`src/rtl/segXlatePkg.sv`:
```
package segXlatePkg;

  typedef enum logic [2:0] {
    FLT_NONE    = 3'd0,
    FLT_LEN     = 3'd1,
    FLT_INVALID = 3'd2,
    FLT_LIMIT   = 3'd3,
    FLT_PRIV    = 3'd4
  } faultE;

  localparam logic [1:0] ACC_READ  = 2'd0;
  localparam logic [1:0] ACC_WRITE = 2'd1;
  localparam logic [1:0] ACC_EXEC  = 2'd2;

  typedef struct packed {
    logic capReq;     // request accepted this cycle
    logic capResult;  // table entry arrives this cycle
  } ctrlStrbT;

endpackage

```
`src/rtl/segXlateCtrl.sv`:
```
module segXlateCtrl
  import segXlatePkg::*;
(
  input  logic     clk,
  input  logic     rstN,
  input  logic     reqValid,
  input  logic     lenOk,
  input  logic     memRvalid,
  output ctrlStrbT strb,
  output logic     memReq,
  output logic     done,
  output logic     busy
);

  typedef enum logic {ST_IDLE, ST_WAIT} stateE;
  stateE state;

  always_comb begin
    strb.capReq    = (state == ST_IDLE) && reqValid;
    strb.capResult = (state == ST_WAIT) && memRvalid;
  end

  assign busy = (state == ST_WAIT);

  always_ff @(posedge clk or negedge rstN) begin
    if (!rstN) begin
      state  <= ST_IDLE;
      memReq <= 1'b0;
      done   <= 1'b0;
    end else begin
      memReq <= strb.capReq && lenOk;
      done   <= (strb.capReq && !lenOk) || strb.capResult;
      if (strb.capReq && lenOk)
        state <= ST_WAIT;
      else if (strb.capResult)
        state <= ST_IDLE;
    end
  end

  // a read request never lasts more than one cycle
  p_single_read_r2: assert property (@(posedge clk) disable iff (!rstN)
    memReq |=> !memReq);

  // an out-of-range segment finishes without touching memory
  p_len_no_read_r1: assert property (@(posedge clk) disable iff (!rstN)
    (reqValid && !busy && !lenOk) |=> (done && !memReq && !busy));

  // result follows the read data by one cycle
  p_done_after_data_r9: assert property (@(posedge clk) disable iff (!rstN)
    (busy && memRvalid) |=> (done && !busy));

  // a request seen while busy starts no new read
  p_busy_ignores_r10: assert property (@(posedge clk) disable iff (!rstN)
    (busy && !memRvalid) |=> (busy && !memReq));

endmodule

```
`src/rtl/segXlateDp.sv`:
```
module segXlateDp
  import segXlatePkg::*;
#(
  parameter int SEG_W   = 4,
  parameter int OFF_W   = 8,
  parameter int PADDR_W = 12,
  parameter int MEM_AW  = 12
) (
  input  logic                     clk,
  input  logic                     rstN,
  input  ctrlStrbT                 strb,
  input  logic [MEM_AW-1:0]        tableBase,
  input  logic [SEG_W:0]           tableLen,
  input  logic [SEG_W-1:0]         reqSeg,
  input  logic [OFF_W-1:0]         reqOff,
  input  logic [1:0]               reqAcc,
  input  logic [PADDR_W+OFF_W+4:0] memRdata,
  output logic                     lenOk,
  output logic [MEM_AW-1:0]        memAddr,
  output logic [2:0]               fault,
  output logic [PADDR_W-1:0]       physAddr
);

  localparam int LIM_W = OFF_W + 1;
  localparam int ENT_W = PADDR_W + LIM_W + 4;
  localparam int LIM_LO = PADDR_W;
  localparam int X_BIT = PADDR_W + LIM_W;

  logic [OFF_W-1:0]   offQ;
  logic [1:0]         accQ;
  faultE              faultQ;
  logic [PADDR_W-1:0] physQ;

  // entry field decode
  logic [PADDR_W-1:0] entBase;
  logic [LIM_W-1:0]   entLim;
  logic               entX, entW, entR, entV;
  logic               privOk;
  logic [LIM_W-1:0]   offExt;

  assign entBase = memRdata[PADDR_W-1:0];
  assign entLim  = memRdata[LIM_LO +: LIM_W];
  assign entX    = memRdata[X_BIT];
  assign entW    = memRdata[X_BIT+1];
  assign entR    = memRdata[X_BIT+2];
  assign entV    = memRdata[ENT_W-1];
  assign offExt  = {1'b0, offQ};

  assign lenOk = ({1'b0, reqSeg} < tableLen);

  always_comb begin
    case (accQ)
      ACC_READ:  privOk = entR;
      ACC_WRITE: privOk = entW;
      ACC_EXEC:  privOk = entX;
      default:   privOk = 1'b0;
    endcase
  end

  always_ff @(posedge clk or negedge rstN) begin
    if (!rstN) begin
      memAddr <= '0;
      offQ    <= '0;
      accQ    <= '0;
      faultQ  <= FLT_NONE;
      physQ   <= '0;
    end else begin
      if (strb.capReq) begin
        memAddr <= tableBase + MEM_AW'(reqSeg);
        offQ    <= reqOff;
        accQ    <= reqAcc;
        if (!lenOk) begin
          faultQ <= FLT_LEN;
          physQ  <= '0;
        end
      end
      if (strb.capResult) begin
        physQ <= '0;
        if (!entV)
          faultQ <= FLT_INVALID;
        else if (offExt >= entLim)
          faultQ <= FLT_LIMIT;
        else if (!privOk)
          faultQ <= FLT_PRIV;
        else begin
          faultQ <= FLT_NONE;
          physQ  <= entBase + PADDR_W'(offQ);
        end
      end
    end
  end

  assign fault    = faultQ;
  assign physAddr = physQ;

  // a faulted translation never exposes an address
  p_fault_zero_addr_r8: assert property (@(posedge clk) disable iff (!rstN)
    (fault != 3'd0) |-> (physAddr == '0));

  // out-of-range segment yields the length code
  p_len_code_r1: assert property (@(posedge clk) disable iff (!rstN)
    (strb.capReq && !lenOk) |=> (fault == 3'd1));

  // only the defined codes ever appear
  p_code_range_r7: assert property (@(posedge clk) disable iff (!rstN)
    fault <= 3'd4);

  // an invalid entry always ends with the invalid code
  p_invalid_code_r4: assert property (@(posedge clk) disable iff (!rstN)
    (strb.capResult && !entV) |=> (fault == 3'd2));

endmodule

```
`src/rtl/segXlateUnit.sv`:
```
module segXlateUnit
  import segXlatePkg::*;
#(
  parameter int SEG_W   = 4,
  parameter int OFF_W   = 8,
  parameter int PADDR_W = 12,
  parameter int MEM_AW  = 12
) (
  input  logic                     clk,
  input  logic                     rstN,
  input  logic [MEM_AW-1:0]        tableBase,
  input  logic [SEG_W:0]           tableLen,
  input  logic                     reqValid,
  input  logic [SEG_W-1:0]         reqSeg,
  input  logic [OFF_W-1:0]         reqOff,
  input  logic [1:0]               reqAcc,
  output logic                     busy,
  output logic                     memReq,
  output logic [MEM_AW-1:0]        memAddr,
  input  logic                     memRvalid,
  input  logic [PADDR_W+OFF_W+4:0] memRdata,
  output logic                     done,
  output logic [2:0]               fault,
  output logic [PADDR_W-1:0]       physAddr
);

  ctrlStrbT strb;
  logic     lenOk;

  segXlateCtrl i_ctrl (
    .clk       (clk),
    .rstN      (rstN),
    .reqValid  (reqValid),
    .lenOk     (lenOk),
    .memRvalid (memRvalid),
    .strb      (strb),
    .memReq    (memReq),
    .done      (done),
    .busy      (busy)
  );

  segXlateDp #(
    .SEG_W   (SEG_W),
    .OFF_W   (OFF_W),
    .PADDR_W (PADDR_W),
    .MEM_AW  (MEM_AW)
  ) i_dp (
    .clk       (clk),
    .rstN      (rstN),
    .strb      (strb),
    .tableBase (tableBase),
    .tableLen  (tableLen),
    .reqSeg    (reqSeg),
    .reqOff    (reqOff),
    .reqAcc    (reqAcc),
    .memRdata  (memRdata),
    .lenOk     (lenOk),
    .memAddr   (memAddr),
    .fault     (fault),
    .physAddr  (physAddr)
  );

endmodule

```
`config.mk`:
```
export PLATFORM = sky130hd
export DESIGN_NAME = segXlateUnit
export DESIGN_NICKNAME = d
export VERILOG_FILES = /design/src/rtl/segXlatePkg.sv /design/src/rtl/segXlateCtrl.sv /design/src/rtl/segXlateDp.sv /design/src/rtl/segXlateUnit.sv
export SDC_FILE = /design/constraint.sdc
export NUM_CORES = 1
export LEC_CHECK = 0
export BUFFER_PORTS_ARGS = -buffer_cell sky130_fd_sc_hd__buf_2
export CELL_PAD_IN_SITES_DETAIL_PLACEMENT = 1
export CELL_PAD_IN_SITES_GLOBAL_PLACEMENT = 1
export CORE_MARGIN = 5
export CORE_UTILIZATION = 37
export DETAILED_ROUTE_END_ITERATION = 16
export PLACE_DENSITY_LB_ADDON = 0.1
export SLEW_MARGIN = 10
export SYNTH_ARGS = -nofsm -noshare
export SYNTH_HDL_FRONTEND = slang
export SYNTH_SLANG_ARGS = --single-unit
```
`constraint.sdc`:
```
create_clock -name clk -period 2.6 [get_ports clk]
set_input_delay 0.39 -clock clk [delete_from_list [all_inputs] [get_ports clk]]
set_output_delay 0.39 -clock clk [all_outputs]
set_load 0.1 [all_outputs]
```
==> Word level (Yosys, flattened, before mapping) <==
Index checks and enable logic that the tools add are counted.
{ "word_totals": {"register_bits": 40, "inputBits": 60, "out_inout_bits": 30, "wordCells": 41} }
{ "op_classes": {"addsub": 2, "magnitude_cmp": 2, "eq_ne": 3, "muxes": 15, "n_bitwise": 1, "n_reduce_logical": 10} }
{ "op_table": {"columns": ["operator", "n"], "rows": [
  ["2-to-1 mux 12 bit", 6],
  ["2-to-1 mux 3 bit", 6],
  ["adder 12 x 4 -> 12 bit", 1],
  ["adder 12 x 8 -> 12 bit", 1],
  [">= comparator 8 x 9 -> 1 bit", 1],
  ["< comparator 4 x 5 -> 1 bit", 1],
  ["logical AND 1 bit", 4],
  ["nonzero test 2 bit", 2],
  ["case mux 1 bit (3 select lines)", 1],
  ["== test 2 x 1 -> 1 bit, second input constant", 1],
  ["== test 2 bit, second input constant", 1],
  ["zero test 2 bit", 1],
  ["2-to-1 mux 1 bit", 2],
  ["!= test 2 bit, second input constant", 1],
  ["AND reduction 2 bit", 1],
  ["zero test 1 bit", 1],
  ["logical OR 1 bit", 1],
  ["NOT 1 bit", 1]
]} }

==> Logic depth before layout (Yosys ltp) <==
{ "depth": {"word_depth": 6, "mapped_depth": 8, "ltp_nobuf": 8} }

==> Modules after synthesis <==
Synthesis repeated with hierarchy kept, for this count alone.
{ "hier_totals": {"cells_unflattened": 255, "hier_area_um2": 2565.0} }
{ "by_module_without_submodules": {"columns": ["module", "n_inst", "cells_each", "area_each_um2", "seq_area_each_um2"], "rows": [
  ["segXlateDp", 1, 245, 2446.1, 925.9],
  ["segXlateCtrl", 1, 10, 118.9, 75.1]
]} }

==> Worst setup path before layout <==
Ideal clock, no wire load.
{ "synth_path": {"path_type": "reg-to-reg", "start": "reg i_ctrl.state, in the netlist i_ctrl.busy", "end": "reg i_dp.physQ[0], in the netlist i_dp.physAddr[0]", "setup_time_ns": 0.069, "arrival_ns": 2.090, "required_time_ns": 2.531, "path_slack_ns": 0.441, "stages_incl_launch_ff": 6, "path_buffers": 1, "synth_period_minus_slack_ns": 2.159, "cell_sequence": "dfrtp_1 nand3_1 o31a_2 a21oi_1 buf_2 a22o_1"} }
{ "synth_between": {"elab_chain_cells": 4, "elab_cells_between_ends": 7, "cone_classes": "1 x eq/ne; 1 x mux; 1 x bitwise; 4 x reduce/logical"} }
{ "synth_rtl": {"columns": ["item", "line", "source"], "rows": [
  ["start: declaration", "segXlateCtrl.sv:16", "stateE state;"],
  ["start signal: assignment", "segXlateCtrl.sv:27", "state <= ST_IDLE;"],
  ["start signal: assignment", "segXlateCtrl.sv:34", "state <= ST_WAIT;"],
  ["start signal: assignment", "segXlateCtrl.sv:36", "state <= ST_IDLE;"],
  ["NOT 1 bit", "segXlateCtrl.sv:19", "strb.capReq = (state == ST_IDLE) && reqValid;"],
  ["logical AND 1 bit", "segXlateCtrl.sv:19", null],
  ["nonzero test 2 bit (no line)", null, null],
  ["AND reduction 2 bit (no line)", null, null],
  ["end signal: assignment", "segXlateDp.sv:87", "physQ <= entBase + PADDR_W'(offQ);"],
  ["end: declaration", "segXlateDp.sv:32", "logic [PADDR_W-1:0] physQ;"]
]} }
Several ways; a longest one is shown, not always the timed one.
A chain may end at the register's enable or synchronous reset.

==> Final worst setup path <==
{ "layout_path": {"start": "reg i_dp.offQ[4]", "end": "reg i_dp.physQ[9], in the netlist i_dp.physAddr[9]"} }
{ "layout_between": {"elab_chain_cells": 5, "elab_cells_between_ends": 6, "cone_classes": "1 x add/sub; 1 x order compare; 4 x mux"} }
{ "layout_rtl": {"columns": ["item", "line", "source"], "rows": [
  ["start: declaration", "segXlateDp.sv:29", "logic [OFF_W-1:0] offQ;"],
  ["start signal: assignment", "segXlateDp.sv:70", "offQ <= reqOff;"],
  ["adder 12 x 8 -> 12 bit", "segXlateDp.sv:87", null],
  ["2-to-1 mux 12 bit", "segXlateDp.sv:83", "else if (!privOk)"],
  ["2-to-1 mux 12 bit *", "segXlateDp.sv:81", "else if (offExt >= entLim)"],
  ["2-to-1 mux 12 bit *", "segXlateDp.sv:79", "if (!entV)"],
  ["2-to-1 mux 12 bit *", "segXlateDp.sv:77", "if (strb.capResult) begin"]
]} }
Mark *: on every way between the ends. The rest lies on a longest branch, timed or not.

==> flow_metrics.py <==
metrics = {
    "sta": {
        "rsz0062_at_grt": "no",
        "max_freq_mhz": 467,
        "setup_viol": 0,
        "setup_tns_ns": 0,
        "finalCriticalPeriod_ns": 2.14,
        "slew_headroom_pct": 39.2,
        "final-hold-violation-count": 0,
        "clock_skew_ns": 0.00659,
        "final.period_utilization_pct": 82.4,
        "slew_viol_final": 0,
        "worstMarginPinSlew_ns": 0.911,
    },
    "synthesis": {
        "yosys.cell_types.count": 54,
        "yosys-mux-area-fraction_pct": 0.382,
        "synthesis.instances": 285,
        "synth-seq-area-share_pct": 38.2,
        "synthesis.area_mm2": 0.00262,
        "synth-xor-area-share_pct": 4.68,
        "synthFlopType": "dfrtp_1",
        "yosysWarnings": 0,
        "synth_top_cell_area_share_pct": 38.2,
        "syn_nets": 370,
        "ys_ff_latch": 40,
        "synth_compound_area_share_pct": 21.7,
        "synthAdderAreaFrac_pct": 12.5,
        "synth_top_family_by_area": "compound AO/OA/AOI/OAI gates",
        "yosysTopAreaCell": "dfrtp_1",
        "synth.area.top_cells": "dfrtp_1, ha_1, nand2_1",
        "synthSimpleGateAreaFrac_pct": 17.7,
        "async_flop_share_pct": 100,
        "syn_area_per_cell_um2": 9.18,
        "synth_edf_count": 0,
    },
    "global_route": {
        "grt_pass1_wl_mm": 11.6,
        "grt_max_degree": 41,
        "grt_pass1_vias": 2578,
        "antenna_found_initial": 0,
        "grt_usage_pct": 16.3,
        "overflow": 0,
    },
    "finish": {
        "nets": 462,
        "instances_no_fill": 474,
        "syn2layout_area_growth_pct": 24.9,
        "layout_commonest_cell": "buf_2",
        "fin_util_pct": 47.8,
        "layout_common_cells": "buf_2, nand2_1, dfrtp_1",
        "final_area_mm2": 0.00327,
        "num_antenna_cells": 0,
        "drive_gt1_share_pct": 29.1,
        "fillers": 859,
    },
    "placed_design": {
        "gp_congestion": 0.767,
        "placed_area_mm2": 0.00317,
        "dpl.cell_count": 466,
        "portBuffers": 89,
        "dp_hpwl_mm": 5.74,
    },
    "floorplanning": {
        "start_util_pct": 38.3,
        "row_count": 30,
        "die_h_um": 94.1,
        "dieArea_mm2": 0.00886,
        "coreArea_mm2": 0.00683,
        "ios": 90,
        "fp.dieW_um": 94.1,
    },
    "pwr": {
        "switching_share_pct": 55.7,
        "total_power_mw": 3.24,
        "comb_power_share_pct": 58.8,
        "peakVddDrop_uv": 622,
        "p_leak_nw": 1.71,
        "power_frac_clock_pct": 13.5,
        "p_per_area_mw_per_mm2": 992,
        "pwr-share-seq_pct": 27.7,
        "power.switching_mw": 1.81,
        "p_int_mw": 1.44,
    },
    "worst_setup_path": {
        "r2r_slack_ns": 0.46,
        "crit_type": "flip-flop to flip-flop",
        "reg2reg_to": "i_dp.physAddr[9]",
        "critPathMaxFanout": 6,
        "crit_path_end_kind": "flip-flop",
        "worstSetupStartpoint": "i_dp.offQ[4]",
        "worst_ep_required_time_ns": 2.77,
        "cp-endpoint": "i_dp.physAddr[9]",
        "start_kind": "flip-flop",
        "reg2reg_from": "i_dp.offQ[4]",
        "worstPathArrival_ns": 2.32,
        "reg2reg_depth": 6,
    },
    "drt": {
        "via_per_inst": 5.12,
        "num_vias": 2425,
        "wl_mm": 6.94,
        "antenna_left": 0,
        "firstDrtPassIters": 4,
        "drc": 0,
        "first_iter_violations": 47,
        "wl_per_cell_um": 14.6,
    },
    "clock_tree": {
        "cts_root_buf": "clkbuf_8",
        "cts.path.max_buffers": 2,
        "cts-resized-gates": 0,
        "htreeDepth": 2,
        "numCtsBuffers": 5,
        "path_clk_slew_ns": 0.08,
        "holdBufCountCts": 0,
        "cts_tree": "done",
        "cts.sinks": 40,
        "post_cts_buffers": 0,
        "worstSkewPairLatency_ns": 0.29,
    },
    "worst_hold_path": {
        "hold_path_class": "input pin to async pin",
    },
    "flow_run": {
        "cap_violations": 0,
    },
    "status": {
        "status": "complete, no violations",
    },
}
## cell families after synthesis
family | after synthesis
buf+inv | 32
mux | 1
fa+ha+maj | 25
flops | 40
simple gates | 99
compound gates | 74
xor+xnor | 14
## critical path: stages, from the launching register on
cell and delay [ns]:
dfrtp_1 0.42, ha_1 0.40, a21oi_4 0.21, o211ai_4 0.13
o311a_1 0.30, or3_1 0.36, a22o_1 0.21
## Yosys cell counts, types with 2 or more instances
cell       n
xnor2_1   10
nor3_1     4
nor2_1    10
or4_1      2
a21o_1     3
nand2b_1   5
nand2_1   49
nor4_1     3
clkbuf_1   5
a211oi_1   2
ha_1      23
o211ai_1   3
dfrtp_1   40
xor2_1     4
a31oi_1    6
o31ai_1    2
or3_1      2
a21oi_1   10
nand4_1    2
o221ai_1   3
inv_1     25
nand3_1   13
o21ai_0   14
fa_1       2
nor2b_1    2
a22o_1    13
## area by class of cell
cell class / count / area [um2] / area share [%]
well taps: 96 / 120 / 3.68
clock buffers: 7 / 86.3 / 2.64
multi-input cells: 213 / 1490 / 45.6
repair buffers: 92 / 468 / 14.3
clock inverters: 1 / 7.51 / 0.230
inverters: 25 / 93.8 / 2.87
flip-flops and latches: 40 / 1000 / 30.6
## metrics by stage
stage,hold slack [ns],setup WS [ns]
2_1_floorplan,0.0944,0.441
3_3_place_gp,0.464,0.460
3_5_place_dp,0.466,0.383
4_1_cts,0.258,0.455
5_1_grt,0.282,0.374
6_report,0.233,0.457
## routing by layer
layer / GRT usage (%) / vias up / wire length [um]
met5: 0 / - / 0
met4: 3.25 / 0 / 31
met3: 4.25 / 4 / 399
met2: 30.8 / 62 / 3610
met1: 18.4 / 1156 / 2900
li1: - / 1203 / -
## worst min-delay path by stage
stage / slack [ns] / cells past startpoint / to
floorplan: 0.09 / 0 / i_ctrl.busy
global placement: 0.46 / 2 / i_dp.memAddr[0]
detailed placement: 0.47 / 2 / i_dp.memAddr[10]
CTS: 0.26 / 1 / i_dp.offQ[6]
global route: 0.28 / 3 / i_dp.offQ[4]
finish: 0.23 / 1 / i_dp.physAddr[11]
## power by group through the flow
stage | registers [mW] | logic [mW] | clock network [mW]
after detailed placement | 0.917 | 1.92 | 0
after global routing | 0.929 | 2.03 | 0.485
after CTS | 0.906 | 1.93 | 0.457
after floorplan | 1.90 | 0.557 | 0
final | 0.899 | 1.91 | 0.437
after global placement | 0.913 | 1.90 | 0
## flip-flops by register name, indices dropped and copies added, names as in the netlist
name / cells
i_dp.offQ: 8
i_dp.memAddr: 12
i_dp.fault: 3
i_ctrl.memReq: 1
i_dp.physAddr: 12
i_dp.accQ: 2
i_ctrl.done: 1
i_ctrl.busy: 1
Note: power is estimated with default switching activity, not from simulation.
